<file path="config.mk">
export PLATFORM = sky130hd
export DESIGN_NAME = fbp_bank_programmer
export DESIGN_NICKNAME = d
export VERILOG_FILES = /design/src/rtl/fbp_pkg.sv /design/src/rtl/fbp_count.sv /design/src/rtl/fbp_gap.sv /design/src/rtl/fbp_bank_programmer.sv
export SDC_FILE = /design/constraint.sdc
export NUM_CORES = 1
export LEC_CHECK = 0
export ABC_CLOCK_PERIOD_IN_PS = 2600
export BUFFER_PORTS_ARGS = -buffer_cell sky130_fd_sc_hd__buf_2
export CAP_MARGIN = 40
export CORE_AREA = 2 2 96 70
export CTS_CLUSTER_SIZE = 10
export DETAILED_ROUTE_END_ITERATION = 8
export DIE_AREA = 0 0 98 72
export MAX_ROUTING_LAYER = met4
export PLACE_DENSITY = 0.81
export SYNTH_ARGS = -nofsm -noshare
export SYNTH_HDL_FRONTEND = slang
export SYNTH_SLANG_ARGS = --single-unit
</file>
<file path="constraint.sdc">
create_clock -name clk -period 2.6 [get_ports clk]
set_clock_uncertainty 0.1 [all_clocks]
set_input_delay 0.39 -clock clk [delete_from_list [all_inputs] [get_ports clk]]
set_output_delay 0.39 -clock clk [all_outputs]
set_load 0.005 [all_outputs]
</file>
<file path="src/rtl/fbp_pkg.sv">
package fbp_pkg;
  localparam logic [7:0] CMD_ERASE_SETUP = 8'h20;
  localparam logic [7:0] CMD_ERASE_GO    = 8'hD0;
  localparam logic [7:0] CMD_PROG_SETUP  = 8'h40;
  localparam logic [7:0] CMD_STATUS      = 8'h70;
  localparam logic [7:0] CMD_CLEAR       = 8'h50;
  localparam logic [7:0] CMD_READ_ARRAY  = 8'hFF;
  localparam logic [7:0] STAT_ERR_MASK   = 8'h38;
  localparam int         STAT_READY_BIT  = 7;
  localparam logic [7:0] ERASED_BYTE     = 8'hFF;

  typedef enum logic {OP_ERASE = 1'b0, OP_PROGRAM = 1'b1} fbp_op_e;

  typedef enum logic [3:0] {
    ST_IDLE, ST_ER_SETUP, ST_ER_GO, ST_PG_SETUP, ST_PG_GAP, ST_PG_DATA,
    ST_POLL_CMD, ST_POLL_RD, ST_CLR, ST_RST, ST_VF_WAIT, ST_VF_RD, ST_FIN
  } fbp_state_e;
endpackage

</file>
<file path="src/rtl/fbp_count.sv">
module fbp_count #(
  parameter int W = 8
) (
  input  logic         clk,
  input  logic         rst_n,
  input  logic         clr,
  input  logic         inc,
  output logic [W-1:0] q
);
  always_ff @(posedge clk) begin
    if (!rst_n || clr) q <= '0;
    else if (inc)      q <= q + W'(1);
  end
endmodule

</file>
<file path="src/rtl/fbp_gap.sv">
module fbp_gap #(
  parameter int CYCLES = 100
) (
  input  logic clk,
  input  logic rst_n,
  input  logic load,
  output logic expired
);
  localparam int W = $clog2(CYCLES + 1);
  logic [W-1:0] cnt;

  always_ff @(posedge clk) begin
    if (!rst_n)          cnt <= '0;
    else if (load)       cnt <= W'(CYCLES);
    else if (cnt != '0)  cnt <= cnt - W'(1);
  end

  assign expired = (cnt == '0) && !load;
endmodule

</file>
<file path="src/rtl/fbp_bank_programmer.sv">
module fbp_bank_programmer
  import fbp_pkg::*;
#(
  parameter int BANK_BYTES = 8192,
  parameter int BANK_SEL_W = 1,
  parameter int CLK_MHZ    = 100,
  parameter int POLL_LIMIT = 1000000,
  localparam int OFF_W     = $clog2(BANK_BYTES),
  localparam int ADDR_W    = BANK_SEL_W + OFF_W
) (
  input  logic                  clk,
  input  logic                  rst_n,
  input  logic                  start,
  input  logic [BANK_SEL_W-1:0] start_bank,
  input  logic                  start_op,
  output logic                  busy,
  output logic                  done,
  output logic                  err_timeout,
  output logic                  err_verify,
  output logic                  err_status,
  output logic                  bus_valid,
  input  logic                  bus_ready,
  output logic                  bus_we,
  output logic [ADDR_W-1:0]     bus_addr,
  output logic [7:0]            bus_wdata,
  input  logic [7:0]            bus_rdata,
  output logic [OFF_W-1:0]      img_addr,
  input  logic [7:0]            img_data
);
  localparam int POLL_W = $clog2(POLL_LIMIT + 1);

  fbp_state_e            state, state_nx;
  logic [BANK_SEL_W-1:0] bank_q;
  fbp_op_e               op_q;
  logic [OFF_W-1:0]      idx;
  logic [POLL_W-1:0]     polls;
  logic [OFF_W-1:0]      off;
  logic                  hs, last_byte, gap_done;
  logic                  idx_clr, idx_inc, poll_clr, poll_inc, gap_load;
  logic                  set_to, set_vf, set_st, accept;
  logic [7:0]            expect_byte;

  fbp_count #(.W(OFF_W)) u_idx (
    .clk(clk), .rst_n(rst_n), .clr(idx_clr), .inc(idx_inc), .q(idx)
  );

  fbp_count #(.W(POLL_W)) u_polls (
    .clk(clk), .rst_n(rst_n), .clr(poll_clr), .inc(poll_inc), .q(polls)
  );

  fbp_gap #(.CYCLES(CLK_MHZ)) u_gap (
    .clk(clk), .rst_n(rst_n), .load(gap_load), .expired(gap_done)
  );

  assign hs          = bus_valid && bus_ready;
  assign last_byte   = (idx == OFF_W'(BANK_BYTES - 1));
  assign busy        = (state != ST_IDLE);
  assign img_addr    = idx;
  assign bus_addr    = {bank_q, off};
  assign expect_byte = (op_q == OP_PROGRAM) ? img_data : ERASED_BYTE;
  assign accept      = (state == ST_IDLE) && start;

  // Bus request decode: the payload depends only on state and stable counters.
  always_comb begin
    bus_valid = 1'b1;
    bus_we    = 1'b1;
    bus_wdata = 8'h00;
    off       = '0;
    unique case (state)
      ST_ER_SETUP: bus_wdata = CMD_ERASE_SETUP;
      ST_ER_GO:    bus_wdata = CMD_ERASE_GO;
      ST_PG_SETUP: begin bus_wdata = CMD_PROG_SETUP; off = idx; end
      ST_PG_DATA:  begin bus_wdata = img_data;       off = idx; end
      ST_POLL_CMD: bus_wdata = CMD_STATUS;
      ST_POLL_RD:  bus_we    = 1'b0;
      ST_CLR:      bus_wdata = CMD_CLEAR;
      ST_RST:      bus_wdata = CMD_READ_ARRAY;
      ST_VF_RD:    begin bus_we = 1'b0; off = idx; end
      default:     begin bus_valid = 1'b0; bus_we = 1'b0; end
    endcase
  end

  // Sequencing.
  always_comb begin
    state_nx = state;
    idx_clr  = 1'b0;
    idx_inc  = 1'b0;
    poll_clr = 1'b0;
    poll_inc = 1'b0;
    gap_load = 1'b0;
    set_to   = 1'b0;
    set_vf   = 1'b0;
    set_st   = 1'b0;
    unique case (state)
      ST_IDLE: if (start) begin
        idx_clr  = 1'b1;
        poll_clr = 1'b1;
        state_nx = start_op ? ST_PG_SETUP : ST_ER_SETUP;
      end
      ST_ER_SETUP: if (hs) state_nx = ST_ER_GO;
      ST_ER_GO:    if (hs) state_nx = ST_POLL_CMD;
      ST_PG_SETUP: if (hs) begin gap_load = 1'b1; state_nx = ST_PG_GAP; end
      ST_PG_GAP:   if (gap_done) state_nx = ST_PG_DATA;
      ST_PG_DATA:  if (hs) state_nx = ST_POLL_CMD;
      ST_POLL_CMD: if (hs) state_nx = ST_POLL_RD;
      ST_POLL_RD: if (hs) begin
        if (bus_rdata[STAT_READY_BIT]) begin
          set_st   = |(bus_rdata & STAT_ERR_MASK);
          poll_clr = 1'b1;
          if (op_q == OP_PROGRAM && !last_byte) begin
            idx_inc  = 1'b1;
            state_nx = ST_PG_SETUP;
          end else begin
            state_nx = ST_CLR;
          end
        end else if (polls == POLL_W'(POLL_LIMIT - 1)) begin
          set_to   = 1'b1;
          state_nx = ST_CLR;
        end else begin
          poll_inc = 1'b1;
          state_nx = ST_POLL_CMD;
        end
      end
      ST_CLR: if (hs) state_nx = ST_RST;
      ST_RST: if (hs) begin idx_clr = 1'b1; state_nx = ST_VF_WAIT; end
      ST_VF_WAIT: state_nx = ST_VF_RD;
      ST_VF_RD: if (hs) begin
        if (bus_rdata != expect_byte) begin
          set_vf   = 1'b1;
          state_nx = ST_FIN;
        end else if (last_byte) begin
          state_nx = ST_FIN;
        end else begin
          idx_inc  = 1'b1;
          state_nx = ST_VF_WAIT;
        end
      end
      ST_FIN:  state_nx = ST_IDLE;
      default: state_nx = ST_IDLE;
    endcase
  end

  always_ff @(posedge clk) begin
    if (!rst_n) begin
      state       <= ST_IDLE;
      bank_q      <= '0;
      op_q        <= OP_ERASE;
      done        <= 1'b0;
      err_timeout <= 1'b0;
      err_verify  <= 1'b0;
      err_status  <= 1'b0;
    end else begin
      state <= state_nx;
      if (accept) begin
        bank_q      <= start_bank;
        op_q        <= fbp_op_e'(start_op);
        done        <= 1'b0;
        err_timeout <= 1'b0;
        err_verify  <= 1'b0;
        err_status  <= 1'b0;
      end else begin
        if (state == ST_FIN) done <= 1'b1;
        if (set_to) err_timeout <= 1'b1;
        if (set_vf) err_verify  <= 1'b1;
        if (set_st) err_status  <= 1'b1;
      end
    end
  end
endmodule

</file>
==> run summary, run 1 <==
Slowest-stage cell, CP -> or4_4
CTS tree -> done
Chip height -> 72 um
Async set-or-reset flop fraction in the synthesized netlist -> 0
Leakage -> 1.48 nW
TritonCTS buffer count -> 5
Worst reg2reg startpoint -> op_q
Final core utilization -> 0.577
Antenna violations before repair -> 0
Total track usage -> 0.221
Largest net degree at the start of global routing -> 21
H-tree levels -> 2
Yosys reg bits -> 50
CP max stage delay -> 0.57 ns
Skew-Pair Late Insertion Delay -> 0.31 ns
Maximum ir drop on the vdd rail -> 0.000344 V
Worst Setup Start Kind -> flip-flop
Syn_area_per_cell -> 7.62 sq um
R2R Path End -> u_idx.q[6]
Cell Pwr Density -> 703 mW/mm^2
Area Overhead vs Synth -> 20.5%
Reg2Reg Depth -> 8
Post-synth EDFFs -> 0
Cell Area, Synth -> 0.00292 sq mm
Vias -> 3080
Final setup viols -> 0
CP arrival -> 2.67 ns
Max clock buf depth -> 2
Pre-CTS setup slack -> -0.0891 ns
DP Wirelength -> 5740 um
R2R setup slack -> 0.07 ns
Setup TNS -> 0 ns
Vias in the first global route -> 2688
Warnings, synthesis -> 0
Antenna-violating nets left -> 0
Worst hold endpoint -> bank_q
Count of different cell masters after synthesis -> 57
IO buf count -> 63
Worst slew pin tran -> 0.571 ns
RD Place Congestion -> 0.897
Number of max-cap violations -> 0
Die width -> 98 um
Rows -> 24
Ys flop type -> dfxtp_1
First-pass GRT wire length -> 12500 um
WL/cell -> 14.5 um
Overflow after GRT -> 0
Max frequency -> 395 MHz
Hold Path Class -> primary input to flip-flop
Hold Vio Cnt, Final -> 0
Largest area contributor in the netlist -> dfxtp_1
Remaining DRCs -> 0
Share of cells above drive strength 1 -> 0.226
Hold_ws -> 0.224 ns
Iter 0 DRT Violations -> 268
Worst slew margin -> 0.619
Min-Delay Startpoint -> start_bank
Critical path peak fanout -> 11
Synthesized netlist net count -> 408
Sequential area share after synthesis -> 0.343
Ports -> 64
Final slew viol count -> 0
Clk slew on worst S/H paths -> 0.10 ns
Yosys top cell area share -> 0.343
DRT Wirelength -> 7720 um
Clock root buffer master -> clkbuf_8
Worst Setup End Kind -> flip-flop
Hold path depth -> 3
Cells after Synth -> 383
Inserted Diodes -> 0
Worst path cell trace -> or2b_1 -> o21ai_0 -> a31oi_1 -> or4_4 -> a2bb2oi_4 -> buf_6 -> or3_1 -> a21oi_2
Core area -> 0.00610 sq mm
Final net count -> 479
Drt first pass iters -> 7
Synth area leaders -> dfxtp_1 (34%), nor2_1 (5.9%), a21oi_1 (5.0%), o21ai_0 (4.6%), nand2_1 (4.4%)
Min Tclk post-route -> 2.53 ns
Final period utilization -> 0.973
WP data required -> 2.74 ns
Clock Sink Count -> 50
Die area -> 0.00706 sq mm
RSZ-0062 raised after global routing -> no
Starting Density -> 0.479
Critical path class -> flip-flop to flip-flop
Status -> complete, no violations
Vias per cell -> 5.78
Setup ws final -> 0.0712 ns
[cell type report]
class | instances | area, sq um
Tap cell | 78 | 97.6
Sequential cell | 50 | 1000
Clock buffer | 6 | 72.6
Clock inverter | 2 | 17.5
Multi-Input combinational cell | 298 | 1790
Inverter | 15 | 58.8
Fill cell | 577 | 2580
Timing Repair Buffer | 84 | 477
[kinds of logic (layout without fill, tap and decap cells)]
kind of cell | count (synthesis) | count (layout) | share of synthesized area
AO/OA/AOI/OAI | 92 | 92 | 0.197
XOR/XNOR | 23 | 23 | 0.0690
adder cells (fa/ha/maj) | 3 | 3 | 0.0129
buffers and inverters | 35 | 107 | 0.0531
flip-flops | 50 | 50 | 0.343
multiplexers | 4 | 4 | 0.0137
AND/OR/NAND/NOR | 176 | 176 | 0.312
[critical path, delay by kind of cell (launching register included)]
| family | cells | cell delay [ns] |
|---|---|---|
| compound gates | 4 | 0.65 |
| buf+inv | 1 | 0.17 |
| flops | 1 | 0.39 |
| simple gates | 3 | 1.16 |
[where the power goes]
group	internal [mW]	switching, mW	total [mW]
registers	0.845	0.109	0.954
logic	0.426	0.622	1.05
clock network	0.196	0.276	0.471
total	1.47	1.01	2.47
[how the worst max path moves through the flow]
stage	slack, ns	cells past startpoint	to	from
floorplan	0.22	8	u_idx.q[11]	op_q
global placement	0.05	9	u_idx.q[8]	img_data[2]
detailed placement	-0.09	9	u_idx.q[6]	img_data[2]
CTS	0.02	8	u_idx.q[6]	op_q
global route	0.003	8	u_idx.q[6]	op_q
finish	0.07	8	u_idx.q[6]	op_q
[cell usage in the layout, fill, tap and decap left out, types with 2 or more instances in the layout]
master and count:
a21oi_1 28, ha_1 3, nor2b_1 3, o31ai_1 2
dfxtp_1 49, nor4_1 3, and3_1 16, nand3b_1 4
buf_4 20, buf_2 63, xor2_1 14, mux2i_1 3
nor3_1 8, a31o_2 2, a21o_1 2, nand2_1 34
and4_1 3, a21boi_0 2, clkbuf_8 5, nor2_1 46
or3_1 16, or4_1 3, a31oi_1 8, inv_1 14
nand4_1 8, o21ai_0 27, o22ai_1 3, o41ai_1 2
nand2b_1 5, a32oi_1 2, xnor2_1 9, nand3_1 17
[metrics by stage]
step | area (sq um) | power, mW | std cells
2_1_floorplan | 2920 | 1.65 | 383
3_3_place_gp | 3390 | 1.93 | 525
3_5_place_dp | 3390 | 1.97 | 525
4_1_cts | 3490 | 2.46 | 533
5_1_grt | 3520 | 2.65 | 533
6_report | 3520 | 2.47 | 533
[Yosys cell counts, types with 2 or more instances]
master / n
a21boi_0: 2
mux2i_1: 4
and4_1: 3
a21oi_1: 29
nand2_1: 34
o41ai_1: 2
nor2_1: 46
nor4_1: 3
inv_1: 14
ha_1: 3
nand4_1: 8
a31oi_1: 8
or4_1: 3
nand3b_1: 4
clkbuf_1: 15
xnor2_1: 9
a21o_1: 2
buf_6: 2
nand3_1: 17
nor2b_1: 3
o31ai_1: 2
buf_2: 2
nor3_1: 8
o22ai_1: 3
or3_1: 16
nand2b_1: 5
o21ai_0: 27
xor2_1: 14
and3_1: 16
a32oi_1: 2
a31o_2: 2
dfxtp_1: 50
[sequential cells by signal (all words and copies together) (netlist names), 4 cells and up]
name	cells
u_polls.q	20
u_idx.q	13
u_gap.cnt	7
state	4
[per-layer routing]
metal | up-vias | track usage | wire length [um]
met4 | 0 | 0.0494 | 80
li1 | 1525 | - | -
met5 | - | - | 0
met2 | 111 | 0.323 | 3400
met3 | 11 | 0.0405 | 532
met1 | 1433 | 0.318 | 3700
[timing repair]
item,CTS,global route
hold buffers,0,0
gates resized for setup,2,5
setup buffers,0,0
setup endpoints to repair,15,19
endpoints found under the hold margin,0,0
Note: power is estimated with default switching activity, not from simulation.
==> run 2: changes to the inputs <==
Settings changed: ABC_CLOCK_PERIOD_IN_PS 2600 to default, MAX_ROUTING_LAYER met4 to default.
==> run 2 against run 1 <==
  * Cell area hardly changed
  * Critical path depth stayed put
  * Die area stayed put
  * Clock power hardly changed
  * First-iteration DRC count is 6.7% higher
  * Core utilization hardly changed
  * Global-route usage is 0.66 points lower
  * Worst hold slack hardly changed
  * Fmax is 0.18% higher
  * Wire length is 0.23% lower
  * Clock-buffer cell count stayed put
  * Critical endpoint unchanged
==> run summary, run 2 (synthesis results as in run 1) <==
Vias per cell -> 5.80
Antenna-violating nets left -> 0
Leakage -> 1.48 nW
Gate power share -> 0.424
Largest register FFs -> 20
Commonest non-fill, non-tap cell in the layout -> buf_2
Starting Density -> 0.479
Cell Pwr Density -> 702 mW/mm^2
Clock Sink Count -> 50
Critical path peak fanout -> 11
Share of cells above drive strength 1 -> 0.229
Largest net degree at the start of global routing -> 21
CP arrival -> 2.67 ns
Area Overhead vs Synth -> 20.6%
Worst path buffer plus inverter count -> 1
Remaining DRCs -> 0
Antenna violations before repair -> 0
Clk slew on worst S/H paths -> 0.10 ns
Worst Setup End Kind -> flip-flop
Hold Vio Cnt, Final -> 0
Vias in the first global route -> 2684
Final slew viol count -> 0
R2R setup slack -> 0.08 ns
R2R Path End -> u_idx.q[6]
Chip height -> 72 um
Vias -> 3090
Max frequency -> 396 MHz
WP data required -> 2.74 ns
Switching power -> 1.00 mW
Rows -> 24
Critical path class -> flip-flop to flip-flop
Inserted Diodes -> 0
Worst slew margin -> 0.623
RD Place Congestion -> 0.882
CTS tree -> done
Pre-CTS setup slack -> -0.0891 ns
Overflow after GRT -> 0
Total track usage -> 0.214
Sequential cell fraction of total power -> 0.386
Number of max-cap violations -> 0
Setup ws final -> 0.0758 ns
Hold Path Class -> primary input to flip-flop
DRT Wirelength -> 7700 um
RSZ-0062 raised after global routing -> no
First-pass GRT wire length -> 12500 um
Ports -> 64
CP max stage delay -> 0.56 ns
Hold path depth -> 3
Min-Delay Startpoint -> start_bank
Slowest-stage cell, CP -> or4_4
Int Pwr -> 1.47 mW
Worst hold endpoint -> bank_q
Die width -> 98 um
H-tree levels -> 2
Skew-Pair Late Insertion Delay -> 0.31 ns
Drt first pass iters -> 6
Maximum ir drop on the vdd rail -> 0.000344 V
Final period utilization -> 0.971
Worst Setup Start Kind -> flip-flop
Most frequent cells in the layout -> buf_2 (63), dfxtp_1 (48), nor2_1 (46)
Max clock buf depth -> 2
Reg with most FFs -> u_polls.q
Status -> complete, no violations
Hold_ws -> 0.224 ns
Core area -> 0.00610 sq mm
Worst path cell trace -> or2b_1 -> o21ai_0 -> a31oi_1 -> or4_4 -> a2bb2oi_4 -> buf_6 -> or3_1 -> a21oi_2
WL/cell -> 14.4 um
Min Tclk post-route -> 2.52 ns
TritonCTS buffer count -> 5
Final net count -> 479
CP top delay family -> simple AND/OR/NAND/NOR gates
IO buf count -> 63
Iter 0 DRT Violations -> 286
Reg2Reg Depth -> 8
Clock root buffer master -> clkbuf_8
Clk pwr share -> 0.190
Power Total -> 2.47 mW
DP Wirelength -> 5740 um
Die area -> 0.00706 sq mm
Hold_buf cts -> 0
Sw frac -> 0.406
Worst reg2reg startpoint -> op_q
Top flop regs -> u_polls.q (20), u_idx.q (13), u_gap.cnt (7)
Final setup viols -> 0
Worst slew pin tran -> 0.566 ns
[run 2: per-stage QoR]
step                      utilization  instances  TNS (ns)  instance area (sq um)
after global placement          0.557        525         0                   3390
after global routing            0.578        533         0                   3520
after CTS                       0.572        533         0                   3490
after floorplan                     -        383         0                   2920
final                           0.578        533         0                   3520
after detailed placement        0.557        525    -0.176                   3390
[run 2: power groups by stage]
stage,combinational [mW],clock (mW),sequential [mW]
final,1.05,0.469,0.955
after global routing,1.17,0.519,0.969
after CTS,1.02,0.486,0.948
after detailed placement,1.01,0,0.962
after global placement,0.972,0,0.961
after floorplan,0.751,0,0.900
[run 2: area by class of cell]
type / count / area [sq um]
clock buffer: 6 / 72.6
clock inverter: 2 / 17.5
fill: 577 / 2570
inverter: 15 / 58.8
multi-input combinational: 298 / 1790
sequential: 50 / 1010
tap: 78 / 97.6
timing repair buffer: 84 / 477
[run 2: tightest hold or removal path, stage by stage]
cell     delay [ns]
buf_2          0.08
mux2i_1        0.05
nor2_1         0.07
[run 2: worst max path at each step]
stage	start	end	slack, ns	depth (start not counted)
5_1_grt	op_q	u_idx.q[6]	0.003	8
4_1_cts	op_q	u_idx.q[6]	0.02	8
6_report	op_q	u_idx.q[6]	0.08	8
3_5_place_dp	img_data[2]	u_idx.q[6]	-0.09	9
2_1_floorplan	op_q	u_idx.q[11]	0.22	8
3_3_place_gp	img_data[2]	u_idx.q[8]	0.05	9
[run 2: per-layer routing]
metal  global-route usage  share of wire  up-vias
met5                    0              0        -
met4               0.0494          0.012        0
met3               0.0405          0.074       14
met2                0.322           0.44      115
met1                0.320           0.47     1434
li1                     -              -     1527
[run 2: what timing repair did]
item	in CTS	in global routing
resized for setup	2	6
pin swaps	0	0
setup endpoints to repair	15	19
setup buffers	0	0
